<file path="src/rtl/tsr_pkg.sv">
package tsr_pkg;

  // Which of the three reads the sequencer is waiting to take
  typedef enum logic [1:0] {
    PH_HI1 = 2'd0,
    PH_LO  = 2'd1,
    PH_HI2 = 2'd2
  } phase_t;

endpackage

</file>
<file path="src/rtl/tsr_tick_counter.sv">
module tsr_tick_counter #(
  parameter int CNT_W = 32
) (
  input  logic             clk,
  input  logic             rst,
  input  logic             tick_en,
  output logic [CNT_W-1:0] count
);

  logic [CNT_W-1:0] cnt_q;

  // natural modulo-2^CNT_W wrap from all ones to zero
  always_ff @(posedge clk) begin
    if (rst)          cnt_q <= '0;
    else if (tick_en) cnt_q <= cnt_q + CNT_W'(1);
  end

  assign count = cnt_q;

endmodule

</file>
<file path="src/rtl/tsr_half_port.sv">
module tsr_half_port #(
  parameter int HALF_W = 16
) (
  input  logic [2*HALF_W-1:0] count,
  input  logic                sel_upper,
  output logic [HALF_W-1:0]   half
);

  // one narrow read path: each bit picks from its upper or lower twin
  for (genvar b = 0; b < HALF_W; b++) begin : g_lane
    assign half[b] = sel_upper ? count[HALF_W + b] : count[b];
  end

endmodule

</file>
<file path="src/rtl/tsr_sample_seq.sv">
module tsr_sample_seq
  import tsr_pkg::*;
#(
  parameter int HALF_W   = 16,
  parameter int READ_GAP = 2
) (
  input  logic              clk,
  input  logic              rst,
  input  logic              rd_req,
  input  logic [HALF_W-1:0] half_in,
  output logic              sel_upper,
  output logic              busy,
  output logic              valid,
  output logic              ev_hi1,
  output logic              ev_lo,
  output logic              ev_hi2,
  output logic [HALF_W-1:0] hi1_q,
  output logic [HALF_W-1:0] lo_q
);

  localparam int GW = (READ_GAP > 0) ? $clog2(READ_GAP + 1) : 1;
  localparam logic [GW-1:0] GAP_V = GW'(READ_GAP);

  phase_t      phase_q;
  logic [GW-1:0] gap_q;
  logic        busy_q;
  logic        valid_q;
  logic        take;

  assign take      = busy_q && (gap_q == '0);
  assign ev_hi1    = take && (phase_q == PH_HI1);
  assign ev_lo     = take && (phase_q == PH_LO);
  assign ev_hi2    = take && (phase_q == PH_HI2);
  assign sel_upper = (phase_q != PH_LO);

  always_ff @(posedge clk) begin
    if (rst) begin
      phase_q <= PH_HI1;
      gap_q   <= '0;
      busy_q  <= 1'b0;
      valid_q <= 1'b0;
      hi1_q   <= '0;
      lo_q    <= '0;
    end else begin
      valid_q <= 1'b0;
      if (!busy_q) begin
        if (rd_req) begin
          busy_q  <= 1'b1;
          phase_q <= PH_HI1;
          gap_q   <= '0;
        end
      end else if (gap_q != '0) begin
        gap_q <= gap_q - GW'(1);
      end else begin
        unique case (phase_q)
          PH_HI1: begin
            hi1_q   <= half_in;
            phase_q <= PH_LO;
            gap_q   <= GAP_V;
          end
          PH_LO: begin
            lo_q    <= half_in;
            phase_q <= PH_HI2;
            gap_q   <= GAP_V;
          end
          default: begin
            busy_q  <= 1'b0;
            valid_q <= 1'b1;
            phase_q <= PH_HI1;
          end
        endcase
      end
    end
  end

  assign busy  = busy_q;
  assign valid = valid_q;

endmodule

</file>
<file path="src/rtl/tsr_rollover_pick.sv">
module tsr_rollover_pick #(
  parameter int HALF_W = 16
) (
  input  logic [HALF_W-1:0] hi_first,
  input  logic [HALF_W-1:0] lo_mid,
  input  logic [HALF_W-1:0] hi_second,
  output logic [HALF_W-1:0] hi_pick
);

  // Lower MSB set: lower read came before the carry, so the early upper fits.
  // Lower MSB clear: carry already happened, so the late upper fits.
  function automatic logic [HALF_W-1:0] choose_upper(
    input logic [HALF_W-1:0] a,
    input logic [HALF_W-1:0] lo,
    input logic [HALF_W-1:0] b
  );
    if (a == b)             return a;
    else if (lo[HALF_W-1])  return a;
    else                    return b;
  endfunction

  assign hi_pick = choose_upper(hi_first, lo_mid, hi_second);

endmodule

</file>
<file path="src/rtl/split_read_timestamp.sv">
module split_read_timestamp #(
  parameter int HALF_W   = 16,
  parameter int READ_GAP = 2
) (
  input  logic                clk,
  input  logic                rst,
  input  logic                tick_en,
  input  logic                rd_req,
  output logic                busy,
  output logic                valid,
  output logic [2*HALF_W-1:0] result
);

  localparam int CNT_W = 2 * HALF_W;

  logic [CNT_W-1:0]  cnt_q;
  logic [HALF_W-1:0] half_rd;
  logic              sel_upper;
  logic              ev_hi1, ev_lo, ev_hi2;
  logic [HALF_W-1:0] hi1_q, lo_q, hi_pick;
  logic [CNT_W-1:0]  result_q;

  tsr_tick_counter #(.CNT_W(CNT_W)) u_cnt (
    .clk     (clk),
    .rst     (rst),
    .tick_en (tick_en),
    .count   (cnt_q)
  );

  tsr_half_port #(.HALF_W(HALF_W)) u_port (
    .count     (cnt_q),
    .sel_upper (sel_upper),
    .half      (half_rd)
  );

  tsr_sample_seq #(.HALF_W(HALF_W), .READ_GAP(READ_GAP)) u_seq (
    .clk       (clk),
    .rst       (rst),
    .rd_req    (rd_req),
    .half_in   (half_rd),
    .sel_upper (sel_upper),
    .busy      (busy),
    .valid     (valid),
    .ev_hi1    (ev_hi1),
    .ev_lo     (ev_lo),
    .ev_hi2    (ev_hi2),
    .hi1_q     (hi1_q),
    .lo_q      (lo_q)
  );

  // the second upper sample is the live read-path value at the last edge
  tsr_rollover_pick #(.HALF_W(HALF_W)) u_pick (
    .hi_first  (hi1_q),
    .lo_mid    (lo_q),
    .hi_second (half_rd),
    .hi_pick   (hi_pick)
  );

  always_ff @(posedge clk) begin
    if (rst)         result_q <= '0;
    else if (ev_hi2) result_q <= {hi_pick, lo_q};
  end

  assign result = result_q;

endmodule

</file>
<file path="config.mk">
export PLATFORM = sky130hd
export DESIGN_NAME = split_read_timestamp
export DESIGN_NICKNAME = d
export VERILOG_FILES = /design/src/rtl/tsr_pkg.sv /design/src/rtl/tsr_tick_counter.sv /design/src/rtl/tsr_half_port.sv /design/src/rtl/tsr_sample_seq.sv /design/src/rtl/tsr_rollover_pick.sv /design/src/rtl/split_read_timestamp.sv
export SDC_FILE = /design/constraint.sdc
export NUM_CORES = 1
export LEC_CHECK = 0
export ABC_AREA = 0
export BUFFER_PORTS_ARGS = -buffer_cell sky130_fd_sc_hd__buf_2
export CAP_MARGIN = 30
export CORE_UTILIZATION = 59
export CTS_CLUSTER_SIZE = 10
export DETAILED_ROUTE_END_ITERATION = 7
export PLACE_DENSITY = 0.9
export SYNTH_ARGS = -nofsm -noshare
export SYNTH_HDL_FRONTEND = slang
export SYNTH_SLANG_ARGS = --single-unit
</file>
<file path="constraint.sdc">
create_clock -name clk -period 2.8 [get_ports clk]
set_clock_uncertainty 0.1 [all_clocks]
set_input_delay 0.56 -clock clk [delete_from_list [all_inputs] [get_ports clk]]
set_output_delay 0.56 -clock clk [all_outputs]
set_load 0.02 [all_outputs]
</file>
# Yosys cells after proc, flatten, opt, wreduce, memory -nomap -nowiden
# Index checks and enable logic that the tools add are counted.
[word_totals]
mem_bits_ro = 0
reg_bits = 102
n_memories = 0
ramBits = 0
latchBits = 0
[op_classes]
n_mux = 30
addsub = 2
n_mul = 0
magnitude_cmp = 0
n_shift = 0
n_reduce_logical = 12
div = 0
n_eq_ne = 6
bitwise_logic = 2
[ops]
columns = ["operator", "count"]
rows = [
  ["adder 32 x 1 -> 32 bit (second input constant)", 1],
  ["2-to-1 mux 16 bit", 2],
  ["2-to-1 mux 1 bit", 21],
  ["== test 16 bit", 1],
  ["2-to-1 mux 2 bit", 6],
  ["AND reduction 3 bit", 2],
  ["logical NOT 2 bit", 2],
  ["one-hot mux 2 bit (2 select lines)", 1],
  ["AND reduction 2 bit", 2],
  ["nonzero test 2 bit", 2],
  ["!= test 3 bit (second input constant)", 1],
  ["OR reduction 3 bit", 1],
  ["== test 2 x 1 -> 1 bit (second input constant)", 1],
  ["== test 2 bit (second input constant)", 1],
  ["logical AND 1 bit", 2],
  ["!= test 2 x 1 -> 1 bit (second input constant)", 1],
  ["!= test 2 bit (second input constant)", 1],
  ["NOT 1 bit", 2],
  ["OR reduction 2 bit", 1],
  ["subtractor 2 x 1 -> 2 bit (second input constant)", 1],
]

# Depth between registers and ports, before layout
# Gate-level depths: netlist of run 1.
[logic_depth]
depth_word = 5
ltp_mapped = 10

# By module
# Synthesis of run 1 repeated with hierarchy kept, for this count alone.
[hier_totals]
cells_unflattened = 494
hier_area_um2 = 4743.3
[by_module_without_submodules]
columns = ["mod", "cells_each", "seq_area_each_um2", "area_each_um2", "instances"]
rows = [
  ["tsr_tick_counter", 181, 640.6, 1564.0, 1],
  ["tsr_sample_seq", 174, 760.7, 1517.7, 1],
  ["split_read_timestamp", 103, 640.6, 1163.6, 1],
  ["tsr_half_port", 18, 0.0, 249.0, 1],
  ["tsr_rollover_pick", 18, 0.0, 249.0, 1],
]

# Least setup slack after synthesis of run 1
# No wires, ideal clock.
[synth_timing]
path_type = "flip-flop to flip-flop"
from = "register u_seq.phase_q[0]"
to = "register result_q[16] (netlist: result[16])"
path_stages_with_launch = 11
required_ns = 2.575
arrival_ns = 2.180
setup_ns = 0.125
setup_slack_ns = 0.395
path_cell_list = "dfxtp_1 > buf_6 > nor2b_4 > buf_6 > a2111oi_2 > o221ai_1 > a221oi_2 > a41oi_2 > clkbuf_1 > a41oi_1 > o2bb2ai_1"
[synth_via]
elab_chain_len = 4
elab_cells_between_ends = 22
classes_between = "eq/ne: 3; mux: 18; reduce/logical: 1"
[synth_rtl]
columns = ["element", "line_no", "source"]
rows = [
  ["start, declared", "tsr_sample_seq.sv:24", "phase_t phase_q;"],
  ["start signal, assigned", "tsr_sample_seq.sv:38", "phase_q <= PH_HI1;"],
  ["start signal, assigned", "tsr_sample_seq.sv:49", "phase_q <= PH_HI1;"],
  ["start signal, assigned", "tsr_sample_seq.sv:58", "phase_q <= PH_LO;"],
  ["!= test 2 x 1 -> 1 bit", "tsr_sample_seq.sv:34", "assign sel_upper = (phase_q != PH_LO);"],
  ["2-to-1 mux 1 bit", "tsr_half_port.sv:11", "assign half[b] = sel_upper ? count[HALF_W + b] : count[b];"],
  ["== test 16 bit or 2-to-1 mux 16 bit (tied branches)", "tsr_rollover_pick.sv:17, tsr_rollover_pick.sv:18", ""],
  ["2-to-1 mux 16 bit", "tsr_rollover_pick.sv:17", "if (a == b) return a;"],
  ["end signal, assigned", "split_read_timestamp.sv:61", "else if (ev_hi2) result_q <= {hi_pick, lo_q};"],
  ["end, declared", "split_read_timestamp.sv:21", "logic [CNT_W-1:0] result_q;"],
]
# Parallel ways exist; a longest one is shown, timed or not.
# A chain may end at the register's enable or synchronous reset.

# Worst setup path after layout of run 1
[layout_timing]
from = "register u_cnt.cnt_q[10] (netlist: u_cnt.count[10])"
to = "register u_cnt.cnt_q[31] (netlist: u_cnt.count[31])"
[layout_via]
elab_chain_len = 1
[layout_rtl]
columns = ["element", "line_no", "source"]
rows = [
  ["start, declared", "tsr_tick_counter.sv:10", "logic [CNT_W-1:0] cnt_q;"],
  ["start signal, assigned", "tsr_tick_counter.sv:15", "else if (tick_en) cnt_q <= cnt_q + CNT_W'(1);"],
  ["adder 32 x 1 -> 32 bit", "tsr_tick_counter.sv:15", ""],
]
# No other way between the ends.

==> results of run 1 <==
==> logic make-up (layout without fill, tap and decap cells) <==
kind of cell | count (synthesis) | after routing
muxes | 4 | 4
adders and majority gates | 3 | 3
DFF | 102 | 102
buffers and inverters | 59 | 97
and+or+nand+nor | 244 | 244
xor gates and xnor gates | 40 | 40
AOI/OAI and AO/OA | 99 | 99
==> worst max-delay path by stage <==
stage	start	cells past startpoint	to
6_report	u_cnt.count[10]$_SDFFE_PP0P_	8	u_cnt.count[31]$_SDFFE_PP0P_
5_1_grt	u_seq.phase_q[1]$_SDFFE_PP0P_	9	result[31]$_SDFFE_PP0P_
4_1_cts	u_cnt.count[10]$_SDFFE_PP0P_	8	u_cnt.count[31]$_SDFFE_PP0P_
3_5_place_dp	u_seq.phase_q[1]$_SDFFE_PP0P_	9	result[31]$_SDFFE_PP0P_
3_3_place_gp	u_cnt.count[10]$_SDFFE_PP0P_	8	u_cnt.count[31]$_SDFFE_PP0P_
2_1_floorplan	u_seq.phase_q[0]$_SDFFE_PP0P_	10	result[16]$_SDFFE_PP0P_
==> registers in the layout (all words and copies together), names as in the netlist <==
name           flops
result            32
u_cnt.count       32
u_seq.hi1_q       16
u_seq.lo_q        16
u_seq.gap_q        2
u_seq.phase_q      2
u_seq.busy         1
u_seq.valid        1
==> power groups by stage <==
stage / clock network, W / logic [W] / registers (W)
final: 0.000902 / 0.000307 / 0.00153
after global routing: 0.000973 / 0.000333 / 0.00154
after CTS: 0.000907 / 0.000301 / 0.00153
after detailed placement: 0 / 0.000299 / 0.00156
after global placement: 0 / 0.000291 / 0.00156
after floorplan: 0 / 0.000219 / 0.00155
==> metal layers <==
layer  vias up  part of all wire
met5         -                 0
met1      2014              0.43
met4         0             0.025
met2       196              0.47
met3        30             0.071
li1       1990                 -
==> final cells by class <==
type / instances / area (µm²)
sequential: 102 / 2040
inverter: 19 / 71.3
clock inverter: 6 / 51.3
fill: 603 / 2260
clock buffer: 10 / 138
multi-input combinational: 390 / 2310
tap: 99 / 124
timing repair buffer: 62 / 373
==> stage by stage <==
| stage | util | setup WS, ns | std cells | instance area [µm²] | total power [W] |
|---|---|---|---|---|---|
| 6_report | 0.693 | 0.266 | 688 | 5110 | 0.00274 |
| 5_1_grt | 0.693 | 0.153 | 688 | 5110 | 0.00284 |
| 4_1_cts | 0.693 | 0.315 | 688 | 5110 | 0.00274 |
| 3_5_place_dp | 0.667 | 0.354 | 672 | 4920 | 0.00186 |
| 3_3_place_gp | 0.667 | 0.361 | 672 | 4920 | 0.00186 |
| 2_1_floorplan | - | 0.395 | 551 | 4590 | 0.00176 |
==> synthesized netlist by cell type, drive strengths merged, types with 6 or more instances <==
cell | count | share of area
and2 | 19 | 0.026
xnor2 | 24 | 0.046
nand4 | 8 | 0.011
dfxtp | 102 | 0.44
nand3 | 17 | 0.019
buf | 8 | 0.012
o2bb2ai | 16 | 0.031
nor3 | 20 | 0.024
a41oi | 17 | 0.034
nand2 | 83 | 0.068
nor4 | 15 | 0.020
nor2 | 59 | 0.048
inv | 19 | 0.016
clkbuf | 32 | 0.026
xor2 | 16 | 0.031
a21oi | 39 | 0.043
nor2b | 6 | 0.0098
and3 | 6 | 0.0082
==> tightest hold or removal path, cell delays in order (launching register included) <==
cell     delay [ns]
dfxtp_1        0.32
nand2_1        0.05
a21oi_1        0.05
==> results_dict.tcl, run 1 <==
set metrics [dict create \
    postCtsResizedCells 0 \
    grt_pass1_vias 3977 \
    ctsRootBufferMaster "clkbuf_8" \
    leakage_nw 1.89 \
    final_cell_mix "102 x dfxtp_1, 83 x nand2_1, 59 x nor2_1, 39 x a21oi_1, 37 x buf_2" \
    ys_seq_elements 102 \
    grt_pass1_wl_um 19900 \
    syn_area_mm2 0.00459 \
    drive_above_1_share 0.144 \
    dieHeight_um 90.2 \
    worst_slew_pin_slew_ns 0.814 \
    hold_buffers 0 \
    min_to "result[0]$_SDFFE_PP0P_" \
    post_cts_buffers 0 \
    synthMuxAreaShare 0.00872 \
    yosys_warnings 0 \
    die_x_um 90.2 \
    synth_top_family_by_area "simple AND/OR/NAND/NOR gates" \
    slew_viol_final 0 \
    startpoint_type "register" \
    synthAdderAreaFrac 0.00817 \
    clkSinkCount 102 \
    hold_class "reg -> reg" \
    vias_per_cell 6.15 \
    cts_buffer_depth 2 \
    critPathSlowestCell "dfxtp_1" \
    hp-start "u_seq.lo_q[0]$_SDFFE_PP0P_" \
    drc 0 \
    dr.first_iter.drc_count 471 \
    syn_area_per_cell_um2 8.33 \
    grt.met3_usage 0.0491 \
    min_period_over_period 0.905 \
    combPwrFrac 0.112 \
    internal_power_w 0.00196 \
    synth_top_flop_cell "dfxtp_1" \
    timing.rr.start "u_cnt.count[10]$_SDFFE_PP0P_" \
    r2r_slack_ns 0.27 \
    switching_share 0.286 \
    gp_congestion 0.978 \
    initial_utilization 0.623 \
    antenna_found_initial 0 \
    hold_depth 2 \
    met2_usage 0.494 \
    rsz0062_at_grt "false" \
    switching_power_w 0.000785 \
    async_flop_share 0 \
    dieArea_mm2 0.00814 \
    io_buffers 37 \
    cts_tree "built" \
    synth_compound_area_frac 0.157 \
    crit_chain "and4_1 -> and2_1 -> nand4_1 -> nor4_1 -> buf_4 -> and3_1 -> xnor2_1 -> nor2_1" \
    clkPwrFrac 0.329 \
    final_common_cell "dfxtp_1" \
    cp.required_ns 2.95 \
    finalHoldWorstSlack_ns 0.346 \
    path_buf_inv 1 \
    r2r_cells 8 \
    cap_violations 0 \
    slowest_delay_ns 0.53 \
    syn_nets 558 \
    diodes 0 \
    status "finished clean" \
    ios 38 \
    grt-ovfl-total 0 \
    grt_max_degree 50 \
    p_seq_frac 0.559 \
    grt_usage 0.308 \
    cp_top_family "simple AND/OR/NAND/NOR gates" \
    grt.met1_usage 0.411 \
    clk_latency_ns 0.38 \
    crit_path_max_fanout 8 \
    yosys.area_share.simple 0.251 \
    synth_xor_area_frac 0.0763 \
    dr.pass1.iters 5 \
    finalSetupViolCount 0 \
    tns_ns 0 \
    fmax_mhz 395 \
    place_hpwl_um 8530 \
    gr-max-usage-layer "met2" \
    cp_data_arrival_time_ns 2.69 \
    finalHoldViolCount 0 \
    crit_type "reg -> reg" \
    dr_total_vias 4230 \
    core-area_mm2 0.00737 \
    ant_nets 0 \
    clkSlewWorstSetupHoldPaths_ns 0.11 \
    cts_buffers 9 \
    peakVddDrop_mv 0.238 \
    yosysSeqAreaShare 0.445 \
    htree_levels 3 \
    cp-end-kind "register" \
    synth_cells 551 \
    wl_per_cell_um 17.4 \
    fin_crit_ns 2.53 \
    area_growth_pct 11.2 \
    rows 31 \
    reg2reg_to "u_cnt.count[31]$_SDFFE_PP0P_" \
    synth_cell_types 47 \
    wirelength_um 12000 \
    synth_edf_count 0 \
    slew_headroom 0.457 \
    nets 591 \
    pwr_density_cell_mw_per_mm2 537 \
]
(Power assumes the default switching activity.)
==> run 2, diff against run 1 <==
--- a/config.mk
+++ b/config.mk
@@ -11,6 +11,7 @@
 export CORE_UTILIZATION = 59
 export CTS_CLUSTER_SIZE = 10
 export DETAILED_ROUTE_END_ITERATION = 7
+export MAX_ROUTING_LAYER = met4
 export PLACE_DENSITY = 0.9
 export SYNTH_ARGS = -nofsm -noshare
 export SYNTH_HDL_FRONTEND = slang
==> results_dict.tcl, run 2 (synthesis results as in run 1) <==
set metrics [dict create \
    hold_buffers 0 \
    combPwrFrac 0.116 \
    cp-end-kind "register" \
    cp_data_arrival_time_ns 2.64 \
    dieHeight_um 90.2 \
    switching_share 0.289 \
    final_common_cell "dfxtp_1" \
    dr.first_iter.drc_count 359 \
    clkPwrFrac 0.326 \
    leakage_nw 1.91 \
    status "finished clean" \
    dr_total_vias 4136 \
    ctsRootBufferMaster "clkbuf_8" \
    ios 38 \
    slowest_delay_ns 0.36 \
    clkSinkCount 102 \
    htree_levels 3 \
    place_hpwl_um 8590 \
    grt_max_degree 60 \
    die_x_um 90.2 \
    finalSetupViolCount 0 \
    slew_headroom 0.443 \
    io_buffers 37 \
    clkSlewWorstSetupHoldPaths_ns 0.11 \
    cap_violations 0 \
    core-area_mm2 0.00737 \
    met3_length_um 851 \
    dieArea_mm2 0.00814 \
    diodes 0 \
    drc 0 \
    final_cell_mix "102 x dfxtp_1, 83 x nand2_1, 59 x nor2_1, 39 x a21oi_1, 37 x buf_2" \
    fin_crit_ns 2.51 \
    nets 595 \
    fin_area_mm2 0.00514 \
    tns_ns 0 \
    total_power_w 0.00274 \
    crit_type "reg -> reg" \
    p_seq_frac 0.558 \
    finalHoldViolCount 0 \
    ant_nets 0 \
    rows 31 \
    postCtsResizedCells 0 \
    grt_pass1_wl_um 19600 \
    rsz0062_at_grt "false" \
    critPathSlowestCell "dfxtp_1" \
    initial_utilization 0.623 \
    dr_wl_met2_um 5670 \
    wirelength_um 12000 \
    antenna_found_initial 0 \
    worst_slew_pin_slew_ns 0.835 \
    switching_power_w 0.000794 \
    wl_per_cell_um 17.3 \
    internal_power_w 0.00195 \
    crit_chain "buf_4 -> nand2b_1 -> buf_4 -> a21oi_1 -> nand4_1 -> a221oi_2 -> a41oi_2 -> buf_4 -> a41oi_1 -> o2bb2ai_1" \
    grt_usage 0.314 \
    crit_path_max_fanout 8 \
    cts_tree "built" \
    clk_latency_ns 0.36 \
    fmax_mhz 399 \
    met1Wirelength_um 5240 \
    cp.required_ns 2.94 \
    area_growth_pct 11.9 \
    drive_above_1_share 0.150 \
    crit_top_cell "buf_4" \
    pwr_density_cell_mw_per_mm2 534 \
    cts_buffers 9 \
    peakVddDrop_mv 0.314 \
    grt-ovfl-total 0 \
    slew_viol_final 0 \
    hold_class "reg -> reg" \
    dr.max_layer_used "met4" \
    cts_buffer_depth 2 \
    dr.pass1.iters 5 \
    min_period_over_period 0.895 \
    placed_cell_area_mm2 0.00494 \
    post_cts_buffers 0 \
    gp_congestion 0.969 \
    vias_per_cell 5.98 \
    grt_pass1_vias 3999 \
    startpoint_type "register" \
]
==> run 2: area by class of cell <==
class                   count  area, µm²
clock inverters             7       66.3
multi-input cells         390       2310
inverters                  19       71.3
fillers                   586       2230
clock buffers               9        124
repair buffers             66        403
flip-flops and latches    102       2040
well taps                  99        124
==> run 2: worst max-delay path: cells and delay by family (launching register included) <==
family | cells | cell delay (ns)
AOI/OAI and AO/OA | 5 | 1.07
buffers and inverters | 3 | 0.58
DFF | 1 | 0.36
and+or+nand+nor | 2 | 0.27
==> run 2: through the flow <==
stage / hold slack (ns) / setup WS [ns] / cells / util
final: 0.354 / 0.295 / 692 / 0.697
after detailed placement: 0.343 / 0.266 / 675 / 0.670
after global placement: 0.341 / 0.294 / 675 / 0.670
after global routing: 0.370 / 0.0793 / 692 / 0.697
after CTS: 0.357 / 0.251 / 691 / 0.696
after floorplan: 0.332 / 0.395 / 551 / -
==> run 2: path summary, 6_finish.rpt <==
| path | startpoint | to | slack (ns) | cells past startpoint |
|---|---|---|---|---|
| max | u_seq.phase_q[0]$_SDFFE_PP0P_ | result[25]$_SDFFE_PP0P_ | 0.29 | 10 |
| min reg2reg | u_seq.lo_q[14]$_SDFFE_PP0P_ | result[14]$_SDFFE_PP0P_ | 0.35 | 2 |
| max reg2reg | u_seq.phase_q[0]$_SDFFE_PP0P_ | result[25]$_SDFFE_PP0P_ | 0.29 | 10 |
| min | u_seq.lo_q[14]$_SDFFE_PP0P_ | result[14]$_SDFFE_PP0P_ | 0.35 | 2 |
==> run 2: power by group through the flow <==
| stage | sequential [W] | clock (W) | combinational, W |
|---|---|---|---|
| after global routing | 0.00153 | 0.000954 | 0.000346 |
| after CTS | 0.00153 | 0.000900 | 0.000311 |
| final | 0.00153 | 0.000894 | 0.000320 |
| after global placement | 0.00156 | 0 | 0.000301 |
| after detailed placement | 0.00156 | 0 | 0.000310 |
| after floorplan | 0.00155 | 0 | 0.000219 |
==> run 2: layer usage <==
layer | global-route usage | up-vias
li1 | - | 1985
met1 | 0.403 | 1979
met2 | 0.512 | 152
met3 | 0.0406 | 20
met4 | 0.103 | 0
met5 | - | -
==> run 3, diff against run 2 <==
--- a/config.mk
+++ b/config.mk
@@ -6,13 +6,14 @@
 export NUM_CORES = 1
 export LEC_CHECK = 0
 export ABC_AREA = 0
+export ABC_CLOCK_PERIOD_IN_PS = 2800
 export BUFFER_PORTS_ARGS = -buffer_cell sky130_fd_sc_hd__buf_2
 export CAP_MARGIN = 30
-export CORE_UTILIZATION = 59
+export CORE_UTILIZATION = 35
 export CTS_CLUSTER_SIZE = 10
 export DETAILED_ROUTE_END_ITERATION = 7
 export MAX_ROUTING_LAYER = met4
-export PLACE_DENSITY = 0.9
+export PLACE_DENSITY = 0.62
 export SYNTH_ARGS = -nofsm -noshare
 export SYNTH_HDL_FRONTEND = slang
 export SYNTH_SLANG_ARGS = --single-unit
==> results_dict.tcl, run 3 (synthesis results as in run 1) <==
set metrics [dict create \
    status "finished clean" \
    hold_buffers 0 \
    fill_cells 1318 \
    io_buffers 37 \
    htree_levels 3 \
    cp_top_family "compound AO/OA/AOI/OAI gates" \
    ctsRootBufferMaster "clkbuf_16" \
    dr_total_vias 4001 \
    tns_ns 0 \
    ant_nets 0 \
    dieArea_mm2 0.0136 \
    dr.first_iter.drc_count 332 \
    finalHoldViolCount 0 \
    rows 41 \
    cp-end-kind "register" \
    place_hpwl_um 9040 \
    postCtsResizedCells 0 \
    register_area_mm2 0.00204 \
    placed_cell_area_mm2 0.00503 \
    cts_buffers 9 \
    dieHeight_um 117 \
    crit_top_cell "buf_4" \
    fmax_mhz 392 \
    rsz0062_at_grt "false" \
    clkSinkCount 102 \
    worst_slew_pin_slew_ns 0.980 \
    crit_chain "nand2b_1 -> buf_4 -> mux2i_1 -> a221o_1 -> a221oi_2 -> a41oi_2 -> buf_4 -> a41oi_1 -> o2bb2ai_1" \
    vias_per_cell 5.24 \
    grt_pass1_wl_um 20200 \
    total_power_w 0.00308 \
    final_common_cell "dfxtp_1" \
    crit_path_max_fanout 6 \
    grt-ovfl-total 0 \
    grt_pass1_vias 3778 \
    min_period_over_period 0.910 \
    cp.required_ns 2.92 \
    nets 594 \
    clk_latency_ns 0.35 \
    fin_area_mm2 0.00532 \
    final_cell_mix "102 x dfxtp_1, 83 x nand2_1, 59 x nor2_1, 39 x a21oi_1, 36 x buf_2" \
    initial_utilization 0.361 \
    fin_crit_ns 2.55 \
    path_buf_inv 2 \
    diodes 0 \
    wirelength_um 12600 \
    slowest_delay_ns 0.39 \
    antenna_found_initial 0 \
    grt_usage 0.204 \
    grt_max_degree 54 \
    critPathSlowestCell "a221o_1" \
    gp_congestion 0.937 \
    cts_buffer_depth 2 \
    core-area_mm2 0.0127 \
    startpoint_type "register" \
    drive_above_1_share 0.149 \
    post_cts_buffers 0 \
    peakVddDrop_mv 0.286 \
    area_growth_pct 15.9 \
    post-place-ws_ns 0.315 \
    die_x_um 117 \
    cp_data_arrival_time_ns 2.67 \
    worst_slack_ns 0.251 \
    hold_class "reg -> reg" \
    crit_type "reg -> reg" \
    clkSlewWorstSetupHoldPaths_ns 0.08 \
    finalSetupViolCount 0 \
    cap_violations 0 \
    dr.pass1.iters 4 \
    ios 38 \
    leakage_nw 1.95 \
    slew_viol_final 0 \
    multi_input_area_mm2 0.00231 \
    wl_per_cell_um 16.5 \
    pwr_density_cell_mw_per_mm2 578 \
    slew_headroom 0.345 \
    cts_tree "built" \
    drc 0 \
]
run 3: routing by layer:
layer,track usage,routed length (µm),vias up
li1,-,-,1987
met1,0.259,5800,1901
met2,0.312,5880,90
met3,0.0431,602,23
met4,0.0886,323,0
met5,-,0,-
run 3: cell type report:
cell class / count / share of cell area
Sequential cell: 102 / 0.384
Tap cell: 172 / 0.0404
Timing Repair Buffer: 65 / 0.0748
Clock buffer: 9 / 0.0423
Multi-Input combinational cell: 390 / 0.434
Clock inverter: 7 / 0.0118
Inverter: 19 / 0.0134
run 3: worst paths after layout:
check / startpoint / to / slack (ns) / depth (start not counted)
min: u_seq.lo_q[0]$_SDFFE_PP0P_ / result[0]$_SDFFE_PP0P_ / 0.35 / 2
min reg2reg: u_seq.lo_q[0]$_SDFFE_PP0P_ / result[0]$_SDFFE_PP0P_ / 0.35 / 2
max: u_seq.phase_q[1]$_SDFFE_PP0P_ / result[31]$_SDFFE_PP0P_ / 0.25 / 9
max reg2reg: u_seq.phase_q[1]$_SDFFE_PP0P_ / result[31]$_SDFFE_PP0P_ / 0.25 / 9
run 3: power by group:
part / leakage (nW) / switching [W] / internal (W)
registers: 0.825 / 0.0000468 / 0.00148
clock network: 0.139 / 0.000601 / 0.000624
logic: 0.982 / 0.000197 / 0.000126
run 3: worst reg2reg max path: cells and delay by family (launching register included):
| kind | cells | cell delay (ns) |
|---|---|---|
| AO/OA/AOI/OAI | 5 | 1.22 |
| buffers and inverters | 2 | 0.42 |
| flip-flops | 1 | 0.36 |
| multiplexers | 1 | 0.14 |
| AND/OR/NAND/NOR | 1 | 0.18 |
run 3: per-stage QoR:
step	util	std cells	hold slack, ns
after global routing	0.418	764	0.370
after detailed placement	0.396	748	0.345
after CTS	0.418	764	0.355
after global placement	0.396	748	0.342
after floorplan	-	551	0.332
final	0.418	764	0.351
